==> src/rtl/rgmii_tx_pkg.sv <==
package rgmii_tx_pkg;
  localparam int BYTE_W = 8;
  localparam int NIB_W  = BYTE_W / 2;
  localparam int SPD_W  = 2;

  // speed code bit 1 set selects the one-cycle-per-byte mode
  function automatic logic is_gig(input logic [SPD_W-1:0] code);
    return code[1];
  endfunction

  // nibble of a byte after idle masking; upper selects bits [7:4]
  function automatic logic [NIB_W-1:0] pick_nib(input logic [BYTE_W-1:0] b,
                                                input logic upper,
                                                input logic en,
                                                input logic er);
    logic [NIB_W-1:0] n;
    n = upper ? b[BYTE_W-1:NIB_W] : b[NIB_W-1:0];
    return (en | er) ? n : '0;
  endfunction
endpackage

==> src/rtl/rgmii_tx_rate_ctl.sv <==
module rgmii_tx_rate_ctl
  import rgmii_tx_pkg::*;
(
  input  logic             clk,
  input  logic             rst,
  input  logic [SPD_W-1:0] speed_in,
  input  logic             tx_en,
  output logic             load,
  output logic             eff_gig,
  output logic [SPD_W-1:0] act_speed,
  output logic             second_half
);
  logic [SPD_W-1:0] eff_speed;

  // a byte starts on every edge in gigabit mode, every other edge otherwise
  assign load      = is_gig(act_speed) | ~second_half;
  assign eff_speed = (load & ~tx_en) ? speed_in : act_speed;
  assign eff_gig   = is_gig(eff_speed);

  always_ff @(posedge clk) begin
    if (rst) begin
      act_speed   <= speed_in;
      second_half <= 1'b0;
    end else if (load) begin
      act_speed   <= eff_speed;
      second_half <= ~eff_gig;
    end else begin
      second_half <= 1'b0;
    end
  end
endmodule

==> src/rtl/rgmii_tx_pack.sv <==
module rgmii_tx_pack
  import rgmii_tx_pkg::*;
(
  input  logic              clk,
  input  logic              rst,
  input  logic              load,
  input  logic              eff_gig,
  input  logic [BYTE_W-1:0] tx_data,
  input  logic              tx_en,
  input  logic              tx_er,
  output logic [NIB_W-1:0]  rise_nib,
  output logic [NIB_W-1:0]  fall_nib,
  output logic              ctl_rise,
  output logic              ctl_fall
);
  logic [NIB_W-1:0] held_hi;
  logic [NIB_W-1:0] lo_n, hi_n;

  assign lo_n = pick_nib(tx_data, 1'b0, tx_en, tx_er);
  assign hi_n = pick_nib(tx_data, 1'b1, tx_en, tx_er);

  always_ff @(posedge clk) begin
    if (rst) begin
      rise_nib <= '0;
      fall_nib <= '0;
      ctl_rise <= 1'b0;
      ctl_fall <= 1'b0;
      held_hi  <= '0;
    end else if (load) begin
      ctl_rise <= tx_en;
      ctl_fall <= tx_er;
      rise_nib <= lo_n;
      fall_nib <= eff_gig ? hi_n : lo_n;
      held_hi  <= hi_n;
    end else begin
      rise_nib <= held_hi;
      fall_nib <= held_hi;
    end
  end
endmodule

==> src/rtl/rgmii_tx_ddr_out.sv <==
module rgmii_tx_ddr_out #(
  parameter int W = 1
) (
  input  logic         clk,
  input  logic [W-1:0] rise_val,
  input  logic [W-1:0] fall_val,
  output logic [W-1:0] pin
);
  // high phase shows the value for the rising half, low phase the falling half
  assign pin = clk ? rise_val : fall_val;
endmodule

==> src/rtl/rgmii_tx_conv.sv <==
module rgmii_tx_conv
  import rgmii_tx_pkg::*;
(
  input  logic              clk,
  input  logic              rst,
  input  logic [SPD_W-1:0]  speed,
  input  logic [BYTE_W-1:0] tx_data,
  input  logic              tx_en,
  input  logic              tx_er,
  output logic              txc_out,
  output logic [NIB_W-1:0]  txd_out,
  output logic              tx_ctl_out
);
  logic             load;
  logic             eff_gig;
  logic [SPD_W-1:0] act_speed;
  logic             second_half;
  logic [NIB_W-1:0] rise_nib, fall_nib;
  logic             ctl_rise, ctl_fall;

  rgmii_tx_rate_ctl u_rate (
    .clk(clk), .rst(rst), .speed_in(speed), .tx_en(tx_en),
    .load(load), .eff_gig(eff_gig), .act_speed(act_speed),
    .second_half(second_half)
  );

  rgmii_tx_pack u_pack (
    .clk(clk), .rst(rst), .load(load), .eff_gig(eff_gig),
    .tx_data(tx_data), .tx_en(tx_en), .tx_er(tx_er),
    .rise_nib(rise_nib), .fall_nib(fall_nib),
    .ctl_rise(ctl_rise), .ctl_fall(ctl_fall)
  );

  rgmii_tx_ddr_out #(.W(NIB_W)) u_ddr_d (
    .clk(clk), .rise_val(rise_nib), .fall_val(fall_nib), .pin(txd_out)
  );

  rgmii_tx_ddr_out #(.W(1)) u_ddr_c (
    .clk(clk), .rise_val(ctl_rise), .fall_val(ctl_fall), .pin(tx_ctl_out)
  );

  rgmii_tx_ddr_out #(.W(1)) u_ddr_k (
    .clk(clk), .rise_val(1'b1), .fall_val(1'b0), .pin(txc_out)
  );
endmodule

==> config.mk <==
export PLATFORM = sky130hd
export DESIGN_NAME = rgmii_tx_conv
export DESIGN_NICKNAME = d
export VERILOG_FILES = /design/src/rtl/rgmii_tx_pkg.sv /design/src/rtl/rgmii_tx_rate_ctl.sv /design/src/rtl/rgmii_tx_pack.sv /design/src/rtl/rgmii_tx_ddr_out.sv /design/src/rtl/rgmii_tx_conv.sv
export SDC_FILE = /design/constraint.sdc
export NUM_CORES = 1
export LEC_CHECK = 0
export BUFFER_PORTS_ARGS = -buffer_cell sky130_fd_sc_hd__buf_2
export CAP_MARGIN = 10
export CORE_UTILIZATION = 30
export DETAILED_ROUTE_END_ITERATION = 6
export PLACE_DENSITY = 0.59
export SLEW_MARGIN = 5
export SYNTH_ARGS = -nofsm -noshare
export SYNTH_HDL_FRONTEND = slang
export SYNTH_SLANG_ARGS = --single-unit
==> constraint.sdc <==
create_clock -name clk -period 1 [get_ports clk]
set_input_delay 0.1 -clock clk [delete_from_list [all_inputs] [get_ports clk]]
set_output_delay 0.1 -clock clk [all_outputs]
set_load 0.005 [all_outputs]
* After elaboration in Yosys (flattened, before gate mapping)
Cells that the tools add are included.
Word-level totals: bits in registers 16, bits of input ports 14, output and inout bits 6, word-level logic and storage cells 27
Operators by class: multiplexer cells 11, bitwise gates (word level) 7, reduce and logical (&&, ||, !) cells 2
Operator list (count):
- 4-bit two-way mux | 6
- 2-bit two-way mux | 3
- 1-bit NOT | 4
- 1-bit two-way mux | 2
- 1-bit bitwise OR | 2
- 2-bit nonzero test | 1
- 2-bit OR reduction | 1
- 1-bit AND | 1

* Depth between registers and ports, before layout
Gate-level depths: netlist of run 1.
depth after elaboration 6, mapped depth 5, depth with buffers taken out 3

* By module
Synthesis of run 1 repeated with hierarchy kept, for this count alone.
Second synthesis, totals: cell total of the unflattened synthesis 75, area, all modules 792.0 µm²
Modules (own cells, without submodules):
- rgmii_tx_pack | instances 1, cells each 51, area an instance 545.5 µm², sequential area each 280.3 µm²
- rgmii_tx_rate_ctl | instances 1, cells each 16, area an instance 163.9 µm², sequential area each 80.1 µm²
- rgmii_tx_ddr_out (u_ddr_d) | instances 1, cells each 4, area an instance 45.0 µm², sequential area each 0.0 µm²
- rgmii_tx_ddr_out (u_ddr_c ...) | instances 2, cells each 1, area an instance 15.0 µm², sequential area each 0.0 µm²
- rgmii_tx_conv | instances 1, cells each 2, area an instance 7.5 µm², sequential area each 0.0 µm²

==> reports/results.ini, run 1 <==
[route]
ant_nets = 0
wl_microns = 1930
drt_iter0_markers = 15
wl_met1_microns = 777
dr.max_layer_used = met4
drc = 0
vias = 708
first_pass_iters = 4
dr_wl_met3_microns = 120
vias_per_cell = 4.95
drt-wirelength-per-cell_microns = 13.5
wl_met2_microns = 1010

[sta]
setup_slack_ps = -223
relSlewSlack = 0.797
finalMaxSlewViolations = 0
setup-violations-final = 23
rsz0062_at_grt = true
hold_violations = 0
tightest_slew_ps = 304
hold_slack_ps = 27.8
finClkSkew_ps = 6.18

[synthesis]
syn_area_per_cell_sq_um = 9.74
syn-num-nets = 89
ys_warn_count = 0
synth_area_sq_um = 731
synthCells = 75
ys_ff_latch = 16
ys_types = 23
synth_seq_area_share = 0.452

[layout]
drive_above_1_share = 0.583
layout_common_cells = buf_2 (16), dfxtp_1 (14), buf_4 (9)
syn_to_final_growth_pct = 62.7
final_nets = 129
layout_commonest_cell = buf_2
antenna_cells = 0

[run]
drv_cap = 0

[floorplanning]
io_pins = 20
initial_core_util = 0.324
coreArea_sq_um = 2250
dieArea_sq_um = 2640
die_y_microns = 51.4
row_count = 17
die_x_microns = 51.4

[setup_path]
worstReg2RegStart = u_rate.act_speed[1]
crit_required_ps = 900
crit_slowest_cell = mux2_4
cp_max_fo = 3
crit_path_frequent_cell = buf_8
r2r-end = u_rate.act_speed[1]
cpPeakStageDelay_ps = 290
crit_family = buffers and inverters
reg2reg_depth = 4
path_buf_inv = 3
critical_path_arrival_ps = 1120
path_class = clk -> out
r2r_slack_ps = -200
end_kind = output pin
crit_chain = buf_8 -> buf_8 -> mux2_4 -> buf_6
critPathLaunchType = clock port

[power_and_ir_drop]
powerDensity_nw_per_um2 = 2010
total_leakage_power_uw = 0.000585
switchingPower_uw = 655
comb_power_share = 0.122
clkPwrFrac = 0.575
total_power_uw = 2390
pwr-share-seq = 0.303
ir_worst_vdd_mv = 1.77
intPower_uw = 1730
sw_frac_of_total = 0.274

[global_routing]
grt_overflow = 0
track_usage = 0.175
antenna_found_initial = 0
grt_pass1_wl_microns = 3150
grt_pass1_vias = 752
grt_max_degree = 15

[outcome]
outcome = finished, violations left
violations = setup timing

[clock_network]
path_clk_slew_ps = 90
clk_latency_ps = 400
cts_tree = done

[placement]
hpwl_microns = 1120
io_buffers = 18
gp_congestion = 0.735

[worst_hold_path]
min_from = speed[1]
worstHoldPathCells = 3
holdCritPathClass = in -> reg
min_to = u_rate.act_speed[1]

==> per-stage QoR <==
| stage | cells | instance area, sq um | TNS, ps | util | worst slack, ps |
|---|---|---|---|---|---|
| floorplan | 75 | 767 | -786 | - | -104 |
| global placement | 121 | 892 | -497 | 0.396 | -122 |
| detailed placement | 121 | 892 | -751 | 0.396 | -138 |
| CTS | 141 | 1130 | -3190 | 0.501 | -247 |
| global route | 143 | 1190 | -4360 | 0.527 | -265 |
| finish | 143 | 1190 | -3150 | 0.527 | -223 |
==> state kept, by name, indices dropped and copies added, names as in the netlist <==
name and cells:
u_pack.ctl_fall 1, u_rate.act_speed 1, u_pack.fall_nib 4, u_pack.held_hi 4, u_pack.ctl_rise 1, u_pack.rise_nib 4, u_rate.second_half 1
==> per-layer routing <==
layer,up-vias,global-route usage
met4,0,0.140
met5,-,0
li1,350,-
met2,19,0.259
met1,335,0.166
met3,4,0.122
==> final cells by class <==
cell class	instances	area, sq um
clock buffers	16	136
fillers	220	1070
inverters	2	7.51
multi-input cells	51	447
flip-flops and latches	16	332
well taps	28	35.0
repair buffers	30	231
==> worst min-delay path, cell delays in order <==
cell and delay, ps:
buf_2 90, a21oi_1 40, nor2_1 90
==> cells in the mapped netlist <==
cell | instances | area [sq um]
dfxtp_1 | 15 | 300
nand2_1 | 12 | 45.0
o2111ai_1 | 8 | 70.1
mux2_2 | 5 | 56.3
nor2_1 | 5 | 18.8
nand3_1 | 4 | 20.0
o211ai_1 | 4 | 30.0
buf_2 | 3 | 15.0
o21a_1 | 3 | 22.5
buf_4 | 2 | 15.0
mux2i_1 | 2 | 20.0
a21oi_1 | 1 | 5.00
and3_1 | 1 | 6.26
buf_6 | 1 | 11.3
edfxtp_1 | 1 | 30.0
inv_1 | 1 | 3.75
inv_2 | 1 | 3.75
nand2b_1 | 1 | 6.26
nor3_1 | 1 | 5.00
nor3b_2 | 1 | 12.5
o21a_2 | 1 | 8.76
o21ba_4 | 1 | 16.3
or2_4 | 1 | 8.76
==> logic make-up after synthesis <==
group,after synthesis,share of synthesized area
mux,7,0.104
simple gates,26,0.168
buf+inv,8,0.0668
compound gates,18,0.209
flops,16,0.452
==> repair_timing <==
item,CTS,global route
setup buffers,7,2
pin swaps,4,2
hold endpoints to repair,5,1
setup endpoints to repair,21,23
resized for setup,19,14
gates cloned,0,0
hold buffers,4,1
==> worst max-delay path by stage <==
| stage | start | endpoint | depth (start not counted) |
|---|---|---|---|
| final | clk | txd_out[3] | 4 |
| after global routing | u_rate.act_speed[1] | u_pack.fall_nib[1] | 5 |
| after CTS | clk | txd_out[0] | 4 |
| after detailed placement | u_rate.act_speed[1] | u_rate.second_half | 3 |
| after global placement | u_rate.act_speed[1] | u_rate.second_half | 3 |
| after floorplan | u_rate.act_speed[1] | u_pack.fall_nib[0] | 5 |
==> power groups by stage <==
stage | Clock, uW | Combinational (uW) | Sequential, uW
after floorplan | 216 | 147 | 727
after global placement | 255 | 203 | 729
after detailed placement | 255 | 206 | 732
after CTS | 1310 | 265 | 721
after global routing | 1490 | 315 | 729
final | 1370 | 292 | 724
Power figures use the tool's default switching activity.
==> inputs of run 2 (changes only) <==
- CELL_PAD_IN_SITES_DETAIL_PLACEMENT: unset -> 1
- CELL_PAD_IN_SITES_GLOBAL_PLACEMENT: unset -> 2
- CORE_UTILIZATION: 30 -> 26
- PLACE_DENSITY: 0.59 -> 0.77
==> reports/results.ini, run 2 (synthesized netlist as in run 1, its figures left out) <==
[outcome]
outcome = finished, violations left  ; unchanged
violations = hold timing, setup timing  ; was setup timing

[placement]
io_buffers = 18  ; unchanged
gp_congestion = 0.681  ; was 0.735
hpwl_microns = 1210  ; was 1120 microns
preCtsSetupSlack_ps = -150  ; was -138 ps

[route]
ant_nets = 0  ; unchanged
first_pass_iters = 3  ; was 4
vias = 763  ; was 708
wl_microns = 2430  ; was 1930 microns
drt-wirelength-per-cell_microns = 16.7  ; was 13.5 microns
drt_iter0_markers = 6  ; was 15
vias_per_cell = 5.26  ; was 4.95
drc = 0  ; unchanged

[setup_path]
path_class = clk -> out  ; unchanged
r2r_slack_ps = -220  ; was -200 ps
cp_max_fo = 3  ; unchanged
critPathLaunchType = clock port  ; unchanged
end_kind = output pin  ; unchanged
crit_required_ps = 900  ; about the same
critical_path_arrival_ps = 1130  ; was 1120 ps

[sta]
fin_crit_sh = 1.23
tightest_slew_ps = 364  ; was 304 ps
rsz0062_at_grt = true  ; unchanged
finClkSkew_ps = 2.32  ; was 6.18 ps
hold_violations = 1  ; was 0
finalCriticalPeriod_ps = 1230
finalMaxSlewViolations = 0  ; unchanged
setup_tns_ps = -3320  ; was -3150 ps
hold_slack_ps = -7.16  ; was 27.8 ps
setup_slack_ps = -227  ; was -223 ps
relSlewSlack = 0.757  ; was 0.797
max_freq_mhz = 818
setup-violations-final = 23  ; unchanged

[run]
drv_cap = 0  ; unchanged

[layout]
layout_common_cells = dfxtp_1 (15), buf_2 (14), buf_6 (9)  ; was buf_2 (16), dfxtp_1 (14), buf_4 (9)
layout_commonest_cell = dfxtp_1  ; was buf_2
ff_latch_area_sq_um = 330  ; was 332 sq um
drive_above_1_share = 0.626  ; was 0.583
antenna_cells = 0  ; unchanged
final_nets = 129  ; unchanged
syn_to_final_growth_pct = 71.9  ; was 62.7%
reg.largest.list = u_pack.fall_nib (4), u_pack.held_hi (4), u_pack.rise_nib (4)  ; unchanged
multi_input_area_sq_um = 504  ; was 447 sq um
fillers = 293  ; was 220

[clock_network]
cts_tree = done  ; unchanged
path_clk_slew_ps = 90  ; about the same
clk_latency_ps = 420  ; was 400 ps

[floorplanning]
coreArea_sq_um = 2570  ; was 2250 sq um
row_count = 18  ; was 17
die_y_microns = 55.0  ; was 51.4 microns
io_pins = 20  ; unchanged
dieArea_sq_um = 3030  ; was 2640 sq um
die_x_microns = 55.0  ; was 51.4 microns
initial_core_util = 0.285  ; was 0.324

[global_routing]
grt_pass1_vias = 812  ; was 752
antenna_found_initial = 0  ; unchanged
track_usage = 0.184  ; was 0.175
grt_overflow = 0  ; unchanged
grt_pass1_wl_microns = 3570  ; was 3150 microns
grt_max_degree = 15  ; unchanged

[power_and_ir_drop]
ir_worst_vdd_mv = 1.49  ; was 1.77 mV
total_leakage_power_uw = 0.000604  ; was 0.000585 uW
powerDensity_nw_per_um2 = 2070  ; was 2010 nW/um^2

[worst_hold_path]
holdCritPathClass = in -> reg  ; unchanged

-- run 2: final cells by class --
| cell class | count | share of cell area |
|---|---|---|
| tap | 30 | 0.0299 |
| sequential | 16 | 0.263 |
| inverter | 2 | 0.00598 |
| clock buffer | 17 | 0.125 |
| timing repair buffer | 28 | 0.175 |
| multi-input combinational | 52 | 0.401 |
-- run 2: where the power goes --
| part | switching (uW) | internal (uW) |
|---|---|---|
| Sequential | 29.9 | 696 |
| Combinational | 156 | 164 |
| Clock | 582 | 972 |
-- run 2: repair_timing --
action,CTS,global route
pin swaps,9,9
hold buffers,5,0
setup endpoints to repair,22,23
cloned,1,0
hold endpoints to repair,6,0
buffers inserted,5,2
gates resized for setup,21,20
-- run 2: through the flow --
step                hold WS (ps)  total power (uW)  utilization  instance area [sq um]  instances
floorplan                    172              1090            -                    767         75
detailed placement           183              1190        0.348                    895        123
global route                19.6              2730        0.489                   1260        145
global placement             183              1190        0.348                    895        123
CTS                         12.4              2240        0.448                   1150        143
finish                     -7.16              2600        0.489                   1260        145
-- run 2: path summary, 6_finish.rpt --
path                                          start                  end  depth (start not counted)
worst min-delay path                       speed[1]  u_rate.act_speed[1]                          3
worst min register to register    u_pack.held_hi[3]    u_pack.held_hi[3]                          2
worst max register to register  u_rate.act_speed[1]   u_pack.fall_nib[1]                          3
worst max-delay path                            clk           txd_out[1]                          4
-- run 2: critical path: stages --
cell and delay, ps:
buf_8 110, buf_8 110, mux2_4 290, buf_6 110
-- run 2: metal layers --
metal | track usage | vias to the layer above | wire length (microns)
met3 | 0.107 | 13 | 133
met5 | 0 | - | 0
met4 | 0.179 | 0 | 99
met2 | 0.255 | 24 | 1240
li1 | - | 356 | -
met1 | 0.189 | 370 | 955
